### config.mk
export PLATFORM = sky130hd
export DESIGN_NAME = count_match_timer
export DESIGN_NICKNAME = d
export VERILOG_FILES = /design/src/rtl/cmt_pkg.sv /design/src/rtl/cmt_counter.sv /design/src/rtl/cmt_compare.sv /design/src/rtl/count_match_timer.sv
export SDC_FILE = /design/constraint.sdc
export NUM_CORES = 1
export LEC_CHECK = 0
export BUFFER_PORTS_ARGS = -buffer_cell sky130_fd_sc_hd__buf_2
export CORE_MARGIN = 2
export CORE_UTILIZATION = 50
export CTS_BUF_LIST = sky130_fd_sc_hd__clkbuf_4
export DETAILED_ROUTE_END_ITERATION = 8
export MAX_ROUTING_LAYER = met4
export PLACE_DENSITY_LB_ADDON = 0.3
export REMOVE_ABC_BUFFERS = 1
export SYNTH_ARGS = -nofsm -noshare
export SYNTH_HDL_FRONTEND = slang
export SYNTH_HIERARCHICAL = 1
export SYNTH_SLANG_ARGS = --single-unit
### constraint.sdc
create_clock -name clk -period 6.63 [get_ports clk]
set_clock_uncertainty 0.15 [all_clocks]
set_input_delay 1.989 -clock clk [delete_from_list [all_inputs] [get_ports clk]]
set_output_delay 1.989 -clock clk [all_outputs]
set_load 0.05 [all_outputs]
### src/rtl/cmt_pkg.sv
// Shared types for the step-qualified compare timer.
// Assumes: nothing beyond IEEE 1800-2017 packages.
package cmt_pkg;

    // What the timer register does on the coming edge, highest priority first.
    typedef enum logic [1:0] {
        TOP_CLEAR = 2'd0,
        TOP_LOAD  = 2'd1,
        TOP_STEP  = 2'd2,
        TOP_HOLD  = 2'd3
    } tmr_op_e;

    // Resolve the per-cycle operation; clear beats load beats counting.
    function automatic tmr_op_e resolve_op(input logic clr, input logic ld, input logic en);
        if (clr)     return TOP_CLEAR;
        else if (ld) return TOP_LOAD;
        else if (en) return TOP_STEP;
        else         return TOP_HOLD;
    endfunction

endpackage

### src/rtl/cmt_counter.sv
// Timer register: counts up or down by one, is cleared by an event or
// loaded by software. Clear takes precedence over a load in the same cycle.
// Exposes the value it will hold after the next edge and whether that value
// comes from a counting step, for use by the compare channel.
// Assumes: synchronous active-low reset; counting wraps modulo 2^W.
module cmt_counter
    import cmt_pkg::*;
#(
    parameter int W = 16
) (
    input  logic         clk,
    input  logic         rst_n,
    input  logic         cnt_en,
    input  logic         cnt_down,
    input  logic         tmr_clr,
    input  logic         ld_we,
    input  logic [W-1:0] ld_val,
    output logic [W-1:0] tmr_q,
    output logic [W-1:0] tmr_nxt,
    output logic         stepped
);

    localparam logic [W-1:0] ZERO = '0;
    localparam logic [W-1:0] UNIT = {{(W-1){1'b0}}, 1'b1};

    tmr_op_e     op;
    logic [W-1:0] step_val;

    // Pick this cycle's operation from the strobes.
    always_comb begin
        op = resolve_op(tmr_clr, ld_we, cnt_en);
    end

    // Compute the one-step neighbour in the requested direction.
    always_comb begin
        step_val = cnt_down ? (tmr_q - UNIT) : (tmr_q + UNIT);
    end

    // Form the next timer value and flag whether it is a counting step.
    always_comb begin
        stepped = 1'b0;
        unique case (op)
            TOP_CLEAR: tmr_nxt = ZERO;
            TOP_LOAD:  tmr_nxt = ld_val;
            TOP_STEP: begin
                tmr_nxt = step_val;
                stepped = 1'b1;
            end
            default:   tmr_nxt = tmr_q;
        endcase
    end

    // Timer state register.
    always_ff @(posedge clk) begin
        if (!rst_n) tmr_q <= ZERO;
        else        tmr_q <= tmr_nxt;
    end

endmodule

### src/rtl/cmt_compare.sv
// Compare channel: holds the compare value and enable, and registers a
// one-cycle match pulse when a counting step brings the timer onto the
// compare value. Loads, clears and compare writes never match.
// Assumes: the step compares against the value held before the edge, so a
// compare write applies from the following step on.
module cmt_compare #(
    parameter int W = 16
) (
    input  logic         clk,
    input  logic         rst_n,
    input  logic         cmp_we,
    input  logic [W-1:0] cmp_wdata,
    input  logic         cen_wdata,
    input  logic         stepped,
    input  logic [W-1:0] tmr_nxt,
    output logic [W-1:0] cmp_q,
    output logic         cmp_en_q,
    output logic         match_o
);

    logic hit;

    // Decide whether the coming edge is a qualified match.
    always_comb begin
        hit = stepped && cmp_en_q && (tmr_nxt == cmp_q);
    end

    // Compare value and enable register, written as one unit.
    always_ff @(posedge clk) begin
        if (!rst_n) begin
            cmp_q    <= '0;
            cmp_en_q <= 1'b0;
        end else if (cmp_we) begin
            cmp_q    <= cmp_wdata;
            cmp_en_q <= cen_wdata;
        end
    end

    // Match pulse register, aligned with the timer's own update.
    always_ff @(posedge clk) begin
        if (!rst_n) match_o <= 1'b0;
        else        match_o <= hit;
    end

endmodule

### src/rtl/count_match_timer.sv
// Up/down timer with a single compare channel whose match fires only on a
// counting step. Top level: wires the timer register to the compare channel.
// Assumes: one clock, synchronous active-low reset, all inputs synchronous.
module count_match_timer #(
    parameter int W = 16
) (
    input  logic         clk,
    input  logic         rst_n,
    input  logic         cnt_en,
    input  logic         cnt_down,
    input  logic         tmr_clr,
    input  logic         ld_we,
    input  logic [W-1:0] ld_val,
    input  logic         cmp_we,
    input  logic [W-1:0] cmp_wdata,
    input  logic         cen_wdata,
    output logic [W-1:0] tmr_q,
    output logic [W-1:0] cmp_q,
    output logic         cmp_en_q,
    output logic         match_o
);

    logic [W-1:0] tmr_nxt;
    logic         stepped;

    cmt_counter #(.W(W)) i_counter (
        .clk      (clk),
        .rst_n    (rst_n),
        .cnt_en   (cnt_en),
        .cnt_down (cnt_down),
        .tmr_clr  (tmr_clr),
        .ld_we    (ld_we),
        .ld_val   (ld_val),
        .tmr_q    (tmr_q),
        .tmr_nxt  (tmr_nxt),
        .stepped  (stepped)
    );

    cmt_compare #(.W(W)) i_compare (
        .clk       (clk),
        .rst_n     (rst_n),
        .cmp_we    (cmp_we),
        .cmp_wdata (cmp_wdata),
        .cen_wdata (cen_wdata),
        .stepped   (stepped),
        .tmr_nxt   (tmr_nxt),
        .cmp_q     (cmp_q),
        .cmp_en_q  (cmp_en_q),
        .match_o   (match_o)
    );

endmodule

==> flow_summary.html <==
<table>
<tr><th>Metric</th><th>Value</th></tr>
<tr><th colspan="2">Status</th></tr>
<tr><td>Result of the run</td><td>completed</td></tr>
<tr><th colspan="2">CTS</th></tr>
<tr><td>Clock tree sinks</td><td>34</td></tr>
<tr><td>Clock slew at reported path FFs</td><td>0.11 ns</td></tr>
<tr><td>Root cell of the clock tree</td><td>clkbuf_4</td></tr>
<tr><td>H-tree levels</td><td>2</td></tr>
<tr><td>Post-CTS Repair Setup Buffers</td><td>0</td></tr>
<tr><td>Post-cts repair resize count</td><td>0</td></tr>
<tr><td>Clk_lat worst skew</td><td>0.34 ns</td></tr>
<tr><td>Count of hold-fix buffers inserted at cts</td><td>0</td></tr>
<tr><td>Bufs on Longest Clock Path</td><td>2</td></tr>
<tr><td>Number of buffers created by CTS</td><td>5</td></tr>
<tr><td>TritonCTS clock tree</td><td>done</td></tr>
<tr><th colspan="2">Detailed routing</th></tr>
<tr><td>DRC violation count after routing</td><td>0</td></tr>
<tr><td>Sum of routed wire segments on met1</td><td>approximately 2800 um</td></tr>
<tr><td>Per-cell via count in the routed design</td><td>5.638</td></tr>
<tr><td>Iteration-0 DRC count of the detailed router</td><td>around 170</td></tr>
<tr><td>Total via count after detailed routing</td><td>2244</td></tr>
<tr><td>Routed len/inst</td><td>14.99 um</td></tr>
<tr><td>Top layer in use</td><td>met4</td></tr>
<tr><td>Total iterations of the first detailed-routing run</td><td>4</td></tr>
<tr><td>Routed wire length</td><td>5968 um</td></tr>
<tr><td>Detailed route wirelength on metal2</td><td>2753 um</td></tr>
<tr><td>Antenna-violating nets left</td><td>0</td></tr>
<tr><td>Met3 wire len</td><td>336 um</td></tr>
<tr><th colspan="2">Pwr</th></tr>
<tr><td>Internal Power</td><td>about 330 uW</td></tr>
<tr><td>Part of the total power dissipated in combinational logic</td><td>between 30% and 40%</td></tr>
<tr><td>Leakage power figure</td><td>0.001340 uW</td></tr>
<tr><td>Sw Pwr</td><td>197.1 uW</td></tr>
<tr><td>Net switching share of the total power</td><td>a little under two fifths</td></tr>
<tr><td>Power per cell area</td><td>around 190 mW/mm^2</td></tr>
<tr><td>Worst vdd ir</td><td>0.0001294 V</td></tr>
<tr><td>Sequential power share</td><td>43.1%</td></tr>
<tr><td>Relative contribution of the clock network to total power</td><td>22.0%</td></tr>
<tr><th colspan="2">Placed design</th></tr>
<tr><td>Final HPWL DP</td><td>around 4700 um</td></tr>
<tr><td>IO Port Bufs</td><td>73</td></tr>
<tr><td>Post-DP Area</td><td>0.002750 mm^2</td></tr>
<tr><td>Post-place setup slack</td><td>between 1.5 and 2 ns</td></tr>
<tr><td>Routability cong.</td><td>0.8951</td></tr>
<tr><th colspan="2">Die</th></tr>
<tr><td>IO Count</td><td>74</td></tr>
<tr><td>Total Die Area</td><td>0.005311 mm^2</td></tr>
<tr><td>Core Footprint</td><td>about 0.0047 mm^2</td></tr>
<tr><td>DIE HEIGHT</td><td>roughly 73 um</td></tr>
<tr><td>DIE WIDTH</td><td>72.88 um</td></tr>
<tr><td>Starting Density</td><td>between 50% and 60%</td></tr>
<tr><td># rows</td><td>25</td></tr>
<tr><th colspan="2">STA</th></tr>
<tr><td>Number of failing hold endpoints at the final stage</td><td>0</td></tr>
<tr><td>Slew at the pin closest to its max-slew limit</td><td>0.9255 ns</td></tr>
<tr><td>Min Hold Slack</td><td>0.3990 ns</td></tr>
<tr><td>Time the final worst path needs with I/O delays and setup</td><td>about 4.8 ns</td></tr>
<tr><td>Final period utilization</td><td>72.19%</td></tr>
<tr><td>Final slew viol count</td><td>0</td></tr>
<tr><td>Setup repair after global routing missed its margin</td><td>false</td></tr>
<tr><td>Post-layout worst setup margin</td><td>about 1.8 ns</td></tr>
<tr><td>Maximum operating frequency</td><td>208.9 MHz</td></tr>
<tr><td>Total negative setup slack</td><td>0 ns</td></tr>
<tr><td>Total of endpoints with negative setup slack in the final report</td><td>0</td></tr>
<tr><td>Worst slew margin</td><td>38.07%</td></tr>
<tr><th colspan="2">Worst setup path</th></tr>
<tr><td>Worst setup path category</td><td>in2reg</td></tr>
<tr><td>Largest fanout of any net on the critical path</td><td>16</td></tr>
<tr><td>Critical path startpoint category</td><td>input port</td></tr>
<tr><td>Required time reported for the critical path endpoint</td><td>a little under 7 ns</td></tr>
<tr><td>Arrival time worst endpoint</td><td>4.89 ns</td></tr>
<tr><td>Critical path capture point type</td><td>flip-flop</td></tr>
<tr><th colspan="2">Global routing</th></tr>
<tr><td>Wire length of the first global-routing pass</td><td>9528 um</td></tr>
<tr><td>Via count of the first global-routing pass</td><td>2014</td></tr>
<tr><td>Antenna violations before repair</td><td>0</td></tr>
<tr><td>Global routing usage summed across all routing layers</td><td>23.72%</td></tr>
<tr><td>Total gr overflow</td><td>0</td></tr>
<tr><td>Maximum number of pins on one net before global-route repair</td><td>28</td></tr>
<tr><th colspan="2">Logic synthesis</th></tr>
<tr><td>Sequential area share after synthesis</td><td>about 29%</td></tr>
<tr><td>Area of the mapped netlist</td><td>0.002372 mm^2</td></tr>
<tr><td>Number of synthesized flops with an enable pin</td><td>0</td></tr>
<tr><td>Register bit count reported by yosys</td><td>34</td></tr>
<tr><td>Instance count of the mapped netlist</td><td>274</td></tr>
<tr><td>Most frequently used flop master after synthesis</td><td>dfxtp_1</td></tr>
<tr><td>Number of distinct library cell variants in the gate-level netlist after synthesis</td><td>54</td></tr>
<tr><td>Synthesized area per cell</td><td>around 8.7 um^2</td></tr>
<tr><td>Async set-or-reset flop fraction in the synthesized netlist</td><td>0%</td></tr>
<tr><td>Yosys warns</td><td>6</td></tr>
<tr><th colspan="2">Flow run</th></tr>
<tr><td>Total of max-cap violations</td><td>0</td></tr>
<tr><th colspan="2">Finish</th></tr>
<tr><td>Most used cells in the layout excluding fill and tap cells</td><td>buf_2, dfxtp_1, nor2_1</td></tr>
<tr><td>Final core utilization</td><td>60.16%</td></tr>
<tr><td>Diode insertion count for antenna repair</td><td>0</td></tr>
<tr><td>Fraction of layout cells with a size suffix above 1</td><td>a little over a quarter</td></tr>
<tr><td>Area of all placed cells without fillers</td><td>between 0.002 and 0.003 mm^2</td></tr>
<tr><td>Synth-to-layout area growth</td><td>18.20%</td></tr>
<tr><td>Most frequent standard cell in the layout excluding fill and tap cells</td><td>buf_2</td></tr>
<tr><td>Post-layout net count</td><td>398</td></tr>
<tr><th colspan="2">Worst hold path</th></tr>
<tr><td>Worst Hold Class</td><td>reg2reg</td></tr>
</table>
[Yosys cell counts (3+ instances only)]
| cell type | number | area [um^2] |
|---|---|---|
| nor2_1 | 26 | 97.59 |
| a21o_1 | 5 | 37.54 |
| dfxtp_1 | 34 | 680.7 |
| clkbuf_1 | 6 | 22.52 |
| nand3_1 | 4 | 20.02 |
| nand2_1 | 16 | 60.06 |
| nor3_1 | 3 | 15.01 |
| and2_1 | 4 | 25.02 |
| a22o_1 | 4 | 35.03 |
| nor2b_1 | 19 | 118.9 |
| xnor2_1 | 21 | 183.9 |
| mux2i_1 | 20 | 200.2 |
| o21ai_0 | 3 | 15.01 |
| a21oi_1 | 16 | 80.08 |
| xor2_1 | 7 | 61.31 |
| ha_1 | 14 | 175.2 |
| or3_1 | 3 | 18.77 |
| o22ai_1 | 3 | 18.77 |
| o21a_1 | 5 | 37.54 |
| o211ai_1 | 5 | 37.54 |
| nand4_1 | 6 | 37.54 |
| a22oi_1 | 6 | 45.04 |
| inv_1 | 6 | 22.52 |
[power by group through the flow]
stage	combinational [uW]	sequential [uW]	clock, uW
2_1_floorplan	90.9	267	0
3_3_place_gp	178	230	0
3_5_place_dp	180	230	0
4_1_cts	181	226	118
5_1_grt	198	228	126
6_report	182	226	115
[cell type report]
type | count | area (um^2)
inverters | 7 | 26.28
clock inverters | 2 | 8.758
flip-flops and latches | 34 | 680.7
well taps | 54 | 67.56
multi-input cells | 222 | 1610
repair buffers | 73 | 365.4
fillers | 426 | 1857
clock buffers | 6 | 45.04
[routing by layer]
metal	global-route usage [%]	vias up
li1	-	1134
met1	32.02	1028
met2	37.47	77
met3	2.901	5
met4	6.790	0
met5	-	-
[logic make-up after synthesis]
kind of cell / share of synthesized area, %
and+or+nand+nor: 19.99
adders and majority gates: 8.228
xor gates and xnor gates: 10.34
DFF: 28.69
muxes: 8.439
buffers and inverters: 3.428
AOI/OAI and AO/OA: 20.89
[worst max-delay path, cell delays in order]
cell and delay (ns):
buf_2 0.31, ha_1 0.35, a21o_1 0.21, a31o_1 0.21, or3_1 0.34, and3_1 0.19, a221oi_2 0.23, nor2_1 0.11
xnor2_1 0.15, nand4_1 0.11, or4_1 0.54, nor4_2 0.14
[flip-flops by register name (all words and copies together), names as in the netlist]
name,cells
i_compare/cmp_en_q,1
i_compare/cmp_q,16
i_compare/match_o,1
i_counter/tmr_q,16
[final timing paths]
check                           from            endpoint  slack, ns  depth (start not counted)
setup / recovery            cnt_down   i_compare/match_o       1.84                         12
hold / removal    i_compare/cmp_en_q  i_compare/cmp_en_q       0.40                          2
setup reg to reg  i_counter/tmr_q[0]   i_compare/match_o       3.46                         11
hold reg to reg   i_compare/cmp_en_q  i_compare/cmp_en_q       0.40                          2
[through the flow]
step / power, uW / cells
floorplan: 358.1 / 263
global placement: 408.2 / 390
detailed placement: 410.8 / 390
CTS: 525.0 / 398
global route: 551.5 / 398
finish: 523.7 / 398
No activity file was read; power rests on OpenSTA's default activity.
